<file path="src/rtl/rtb_pkg.sv">
// Package: shared types for the remapping tag buffer.
// Assumes a 3-bit location: present flag over a 2-bit way index.
package rtb_pkg;
    localparam int LOC_W = 3;

    typedef struct packed {
        logic       present;
        logic [1:0] way;
    } loc_t;
endpackage

</file>
<file path="src/rtl/rtb_free_pick.sv">
// Module: picks the lowest-numbered invalid slot.
// Assumes the valid vector is registered; the output is purely combinational.
module rtb_free_pick #(
    parameter int ENTRIES = 16,
    localparam int IDX_W = (ENTRIES > 1) ? $clog2(ENTRIES) : 1
) (
    input  logic [ENTRIES-1:0] valid,
    output logic [IDX_W-1:0]   free_idx,
    output logic               any_free
);
    // Priority scan from the top so the lowest free index wins.
    always_comb begin
        free_idx = '0;
        any_free = 1'b0;
        for (int i = ENTRIES - 1; i >= 0; i--) begin
            if (!valid[i]) begin
                free_idx = IDX_W'(i);
                any_free = 1'b1;
            end
        end
    end
endmodule

</file>
<file path="src/rtl/rtb_entry_array.sv">
// Module: entry storage with two parallel tag comparators.
// One comparator serves lookups and the other finds an existing slot for inserts.
// Assumes tags are unique among valid entries, which the top guarantees.
module rtb_entry_array
    import rtb_pkg::*;
#(
    parameter int ENTRIES = 16,
    parameter int TAG_W   = 24,
    localparam int IDX_W = (ENTRIES > 1) ? $clog2(ENTRIES) : 1
) (
    input  logic               clk,
    input  logic               rst_n,
    input  logic [TAG_W-1:0]   lk_tag,
    input  logic [TAG_W-1:0]   ins_tag,
    input  logic               wr_en,
    input  logic [IDX_W-1:0]   wr_idx,
    input  loc_t               wr_loc,
    input  logic               clear,
    output logic [ENTRIES-1:0] valid_o,
    output logic               lk_hit,
    output loc_t               lk_loc,
    output logic               ins_hit,
    output logic [IDX_W-1:0]   ins_idx
);
    logic [ENTRIES-1:0] valid_q;
    logic [TAG_W-1:0]   tag_q [ENTRIES];
    loc_t               loc_q [ENTRIES];
    logic [ENTRIES-1:0] lk_match;
    logic [ENTRIES-1:0] ins_match;

    genvar g;
    generate
        for (g = 0; g < ENTRIES; g++) begin : g_slot
            // Per-slot comparators against both request tags.
            assign lk_match[g]  = valid_q[g] && (tag_q[g] == lk_tag);
            assign ins_match[g] = valid_q[g] && (tag_q[g] == ins_tag);

            // Slot state: cleared on reset or flush, written when selected.
            always_ff @(posedge clk) begin
                if (!rst_n || clear) begin
                    valid_q[g] <= 1'b0;
                end else if (wr_en && (wr_idx == IDX_W'(g))) begin
                    valid_q[g] <= 1'b1;
                end
            end

            // Payload registers need no reset; they are qualified by valid.
            always_ff @(posedge clk) begin
                if (wr_en && !clear && (wr_idx == IDX_W'(g))) begin
                    tag_q[g] <= ins_tag;
                    loc_q[g] <= wr_loc;
                end
            end
        end
    endgenerate

    // One-hot OR-mux of the matching location and the matching index.
    always_comb begin
        lk_loc  = '0;
        ins_idx = '0;
        for (int i = 0; i < ENTRIES; i++) begin
            if (lk_match[i])  lk_loc  = lk_loc | loc_q[i];
            if (ins_match[i]) ins_idx = ins_idx | IDX_W'(i);
        end
    end

    assign lk_hit  = |lk_match;
    assign ins_hit = |ins_match;
    assign valid_o = valid_q;

    AST_ONEHOT_MATCH: assert property (@(posedge clk) disable iff (!rst_n)
        $onehot0(lk_match));
    AST_WRITE_SETS_VALID: assert property (@(posedge clk) disable iff (!rst_n)
        (wr_en && !clear) |=> valid_q[$past(wr_idx)]);
endmodule

</file>
<file path="src/rtl/remap_tag_buffer.sv">
// Module: top of the remapping tag buffer.
// Lookups resolve combinationally; inserts update in place or allocate.
// A full buffer requests a global table update and clears itself on the acknowledge.
// Assumes ENTRIES * (TAG_W + 4) bits stays within the ~5 KB budget.
module remap_tag_buffer
    import rtb_pkg::*;
#(
    parameter int ENTRIES = 16,
    parameter int TAG_W   = 24,
    localparam int IDX_W = (ENTRIES > 1) ? $clog2(ENTRIES) : 1
) (
    input  logic             clk,
    input  logic             rst_n,
    input  logic [TAG_W-1:0] lk_tag,
    input  logic [2:0]       lk_hint,
    output logic             lk_hit,
    output logic [2:0]       lk_loc,
    output logic             lk_to_dram,
    input  logic             ins_valid,
    input  logic [TAG_W-1:0] ins_tag,
    input  logic [2:0]       ins_loc,
    output logic             ins_ready,
    output logic             full,
    output logic             flush_req,
    input  logic             flush_ack
);
    logic [ENTRIES-1:0] valid;
    logic               arr_hit;
    loc_t               arr_loc;
    logic               ins_hit;
    logic [IDX_W-1:0]   ins_idx;
    logic [IDX_W-1:0]   free_idx;
    logic               any_free;
    logic               wr_en;
    logic [IDX_W-1:0]   wr_idx;
    logic               clear;
    loc_t               resolved;

    rtb_entry_array #(.ENTRIES(ENTRIES), .TAG_W(TAG_W)) u_array (
        .clk     (clk),
        .rst_n   (rst_n),
        .lk_tag  (lk_tag),
        .ins_tag (ins_tag),
        .wr_en   (wr_en),
        .wr_idx  (wr_idx),
        .wr_loc  (loc_t'(ins_loc)),
        .clear   (clear),
        .valid_o (valid),
        .lk_hit  (arr_hit),
        .lk_loc  (arr_loc),
        .ins_hit (ins_hit),
        .ins_idx (ins_idx)
    );

    rtb_free_pick #(.ENTRIES(ENTRIES)) u_pick (
        .valid    (valid),
        .free_idx (free_idx),
        .any_free (any_free)
    );

    // Capacity and flush handshake: a full buffer stalls inserts until the acknowledge.
    always_comb begin
        full      = &valid;
        flush_req = full;
        ins_ready = !full;
        clear     = full && flush_ack;
    end

    // Insert steering: rewrite a matching slot in place, else take a free one.
    always_comb begin
        wr_idx = ins_hit ? ins_idx : free_idx;
        wr_en  = ins_valid && ins_ready && (ins_hit || any_free);
    end

    // Lookup resolution: a buffer hit overrides the request's hint.
    always_comb begin
        resolved   = arr_hit ? arr_loc : loc_t'(lk_hint);
        lk_hit     = arr_hit;
        lk_loc     = resolved;
        lk_to_dram = resolved.present;
    end

    AST_FULL_HOLDS: assert property (@(posedge clk) disable iff (!rst_n)
        (full && !flush_ack) |=> full);
    AST_CLEAR_AFTER_ACK: assert property (@(posedge clk) disable iff (!rst_n)
        (full && flush_ack) |=> (valid == '0));
    AST_UPDATE_NO_GROWTH: assert property (@(posedge clk) disable iff (!rst_n)
        (wr_en && ins_hit) |=> ($countones(valid) == $countones($past(valid))));
    AST_NEW_TAG_GROWS: assert property (@(posedge clk) disable iff (!rst_n)
        (wr_en && !ins_hit) |=> ($countones(valid) == $countones($past(valid)) + 1));
endmodule

</file>
<file path="config.mk">
export PLATFORM = sky130hd
export DESIGN_NAME = remap_tag_buffer
export DESIGN_NICKNAME = d
export VERILOG_FILES = /design/src/rtl/rtb_pkg.sv /design/src/rtl/rtb_free_pick.sv /design/src/rtl/rtb_entry_array.sv /design/src/rtl/remap_tag_buffer.sv
export SDC_FILE = /design/constraint.sdc
export NUM_CORES = 1
export LEC_CHECK = 0
export ABC_CLOCK_PERIOD_IN_PS = 13700
export BUFFER_PORTS_ARGS = -buffer_cell sky130_fd_sc_hd__buf_4
export CAP_MARGIN = 10
export CELL_PAD_IN_SITES_DETAIL_PLACEMENT = 1
export CELL_PAD_IN_SITES_GLOBAL_PLACEMENT = 1
export CORE_MARGIN = 8
export CORE_UTILIZATION = 57
export CTS_CLUSTER_DIAMETER = 100
export DETAILED_ROUTE_END_ITERATION = 10
export PLACE_DENSITY = 0.95
export SYNTH_ARGS = -nofsm -noshare
export SYNTH_HDL_FRONTEND = slang
export SYNTH_SLANG_ARGS = --single-unit
</file>
<file path="constraint.sdc">
create_clock -name clk -period 13.7 [get_ports clk]
set_input_delay 0.685 -clock clk [delete_from_list [all_inputs] [get_ports clk]]
set_output_delay 0.685 -clock clk [all_outputs]
set_load 0.01 [all_outputs]
</file>
==> flow_summary.ini <==
[logic_synthesis]
synth_edf_count = 432
ys_seq_elements = 448
syn_inst = 1901
synth_async_sr_flop_share_pct = 0
netlist_area_mm2 = 0.0246
yosys.area.top_type_share_pct = 52.7
synth.area.top_cells = edfxtp_1 53%, xor2_1 14%, xnor2_1 13%
syn-num-nets = 1959
synth.avg_cell_area_um2 = 12.9
yosysWarnings = 0
seq_area_frac_synth_pct = 54.0
ys_types = 59
yosysTopAreaCell = edfxtp_1
synth_ff_type = edfxtp_1

[setup_path]
crit_required_ns = 13.02
cp-end-kind = output pin
startpoint_type = primary input
crit_type = in2out
critPathArrivalTime_ns = 4.05
worstPathMaxFanout = 16

[job]
maxCapViolations = 0

[outcome]
status = finished, final reports clean

[placement]
dpl_worst_slack_ns = 9.02
port_buffers = 65
place_area_mm2 = 0.0252
hpwl_um = 54600
gp_congestion = 0.936

[global_routing]
busiest_layer = met2
grt.overflow.total = 0
grt_max_degree = 34
grt_antenna_before_repair = 1
gr-usage-met2_pct = 60.3
grt_pass1_vias = 20200
grt_pass1_wl_um = 143000
grt_usage_pct = 39.4
grt.met1_usage_pct = 46.1
gr-usage-met3_pct = 11.9

[clock_network]
ctsResizeCount = 0
cts_setup_buffers = 0
clkTransAtPathRegs_ns = 0.07
clk_path_buf_depth = 3
hold_buffers = 0
clk_latency_ns = 0.60
cts_buffers = 48
tritoncts = done
cts_root_buffer = clkbuf_16
cts.sinks = 448
htreeDepth = 2

[detailed_routing]
wl_per_cell_um = 39.9
vias = 19000
final_antenna_net_count = 0
drt_iter0_drc = 3031
avgViaCountPerCell = 7.55
firstDrtPassIters = 8
drcViolationCount = 0
wirelength_um = 100000

[power_and_ir_drop]
finalPower_w = 0.00325
sw_frac_of_total_pct = 26.7
peakVddDrop_mv = 0.113
p_leak_nw = 8.48
power_frac_clock_pct = 42.0
p_sw_w = 0.000867
intPower_w = 0.00238
p_comb_share_pct = 10.7
p_seq_share_pct = 47.2
pwr_density_cell_mw_per_mm2 = 121

[die]
rows = 76
initial_utilization_pct = 57.5
placeableCoreArea_mm2 = 0.0428
ios = 66
die_width_um = 224
die-area_mm2 = 0.0501
die_h_um = 224

[sta]
max_freq_ghz = 0.211
timing.slew.headroom_pct = 11.8
final_max_slew_viol_count = 0
timing.setup.tns_ns = 0
tightest_slew_ns = 1.31
setup-violations-final = 0
finClkSkew_ns = 0.0251
min_period_ns = 4.73
rsz0062_at_grt = false
post-route-period-util_pct = 34.6
layout_setup_ws_ns = 8.97
hold_viol = 0

[final_layout]
final_nets = 1994
drive_gt1_share_pct = 10.8
area_growth_pct = 8.99
stdcell_area_mm2 = 0.0268
fin_util_pct = 62.6

[worst_hold_path]
hold_path.class = in2reg
## routing by layer
layer  vias to the layer above  wire, µm
met4                         0      9630
met5                         -         0
met3                       700     13900
met2                      1953     43700
met1                      9314     33200
li1                       7070         -
## final timing paths
| kind | startpoint | end | slack, ns | cells past startpoint |
|---|---|---|---|---|
| worst max register to register | u_array.tag_q[0][153] | u_array.tag_q[0][118] | 9.59 | 8 |
| worst min register to register | u_array.valid_o[7] | u_array.valid_o[7] | 0.61 | 2 |
| worst max-delay path | lk_tag[14] | lk_to_dram | 8.97 | 9 |
| worst min-delay path | ins_loc[2] | u_array.loc_q[0][23] | 0.46 | 1 |
## worst max-delay path, stage by stage
cell	delay, ns
buf_4	0.50
xor2_1	0.21
nor4_1	0.62
nand3_1	0.15
nor4_1	0.92
or4_1	0.31
nor4_2	0.12
mux2_1	0.35
buf_4	0.15
## placed cells by master, fill, tap and decap left out, types with 4 or more instances in the layout
cell type  Yosys  layout
edfxtp_1     432     432
xor2_1       402     402
xnor2_1      365     365
nand4_1      134     134
nor4_1       128     125
buf_4         26      87
nand2_1       51      51
clkbuf_16      0      49
nand3_1       42      42
nor3_1        44      28
nor3_2         0      16
dfxtp_1       16      16
nor2_1        15      15
o31ai_1       15      15
or4_1         14      14
a22o_1        14      14
clkinv_2       0      14
a221oi_1      12      12
nor4b_1       10      10
inv_1          9       9
clkinv_1       0       9
nor4bb_1       7       7
nor4_2         3       6
nand4_2        6       6
bufinv_16      0       6
or3_1          5       5
and3b_1        5       5
or2_2          4       4
and2_1         4       4
and4_1         4       4
or4b_1         4       4
nand4b_1       4       4
o211ai_2       4       4
clkbuf_1       2       4
## power groups by stage
stage / Sequential [W] / Clock (W) / Combinational (W)
after CTS: 0.00153 / 0.00136 / 0.000331
after global placement: 0.00156 / 0 / 0.000299
after global routing: 0.00153 / 0.00140 / 0.000351
final: 0.00153 / 0.00137 / 0.000349
after floorplan: 0.00156 / 0 / 0.000203
after detailed placement: 0.00156 / 0 / 0.000315
## area by class of cell
type | count | area, µm²
Clock buffer | 54 | 1250
Fill cell | 4146 | 16000
Timing Repair Buffer | 89 | 663
Multi-Input combinational cell | 1340 | 10600
Clock inverter | 33 | 315
Antenna cell | 1 | 2.50
Tap cell | 546 | 683
Sequential cell | 448 | 13300
Inverter | 9 | 33.8
## cell usage after synthesis, types with 5 or more instances
| cell | n |
|---|---|
| or4_1 | 14 |
| buf_2 | 46 |
| xnor2_1 | 365 |
| buf_6 | 25 |
| inv_1 | 9 |
| nor3_1 | 44 |
| nand3_1 | 42 |
| a22o_1 | 14 |
| a221oi_1 | 12 |
| nand2_1 | 51 |
| and3b_1 | 5 |
| nand4_2 | 6 |
| nor2_1 | 15 |
| nor4bb_1 | 7 |
| xor2_1 | 402 |
| dfxtp_1 | 16 |
| edfxtp_1 | 432 |
| nor4_1 | 128 |
| nand4_1 | 134 |
| nor4b_1 | 10 |
| or3_1 | 5 |
| o31ai_1 | 15 |
| buf_4 | 26 |
## state kept, by name, summed over array words and instances, names as in the netlist
name             flops
u_array.tag_q      384
u_array.loc_q       48
u_array.valid_o     16
## cell families (layout without fill, tap and decap cells)
| kind of cell | after synthesis | after routing | share of synthesized area (%) |
|---|---|---|---|
| mux | 3 | 3 | 0.137 |
| compound gates | 71 | 71 | 2.48 |
| simple gates | 496 | 496 | 12.4 |
| xor+xnor | 770 | 770 | 27.5 |
| flops | 448 | 448 | 54.0 |
| other cells | 0 | 1 | 0 |
| buf+inv | 113 | 185 | 3.43 |
## stage by stage
step	instances	hold slack [ns]
after global placement	2429	0.544
final	2520	0.459
after global routing	2520	0.446
after CTS	2516	0.434
after floorplan	1901	0.474
after detailed placement	2429	0.567
No activity file was read; power rests on OpenSTA's default activity.
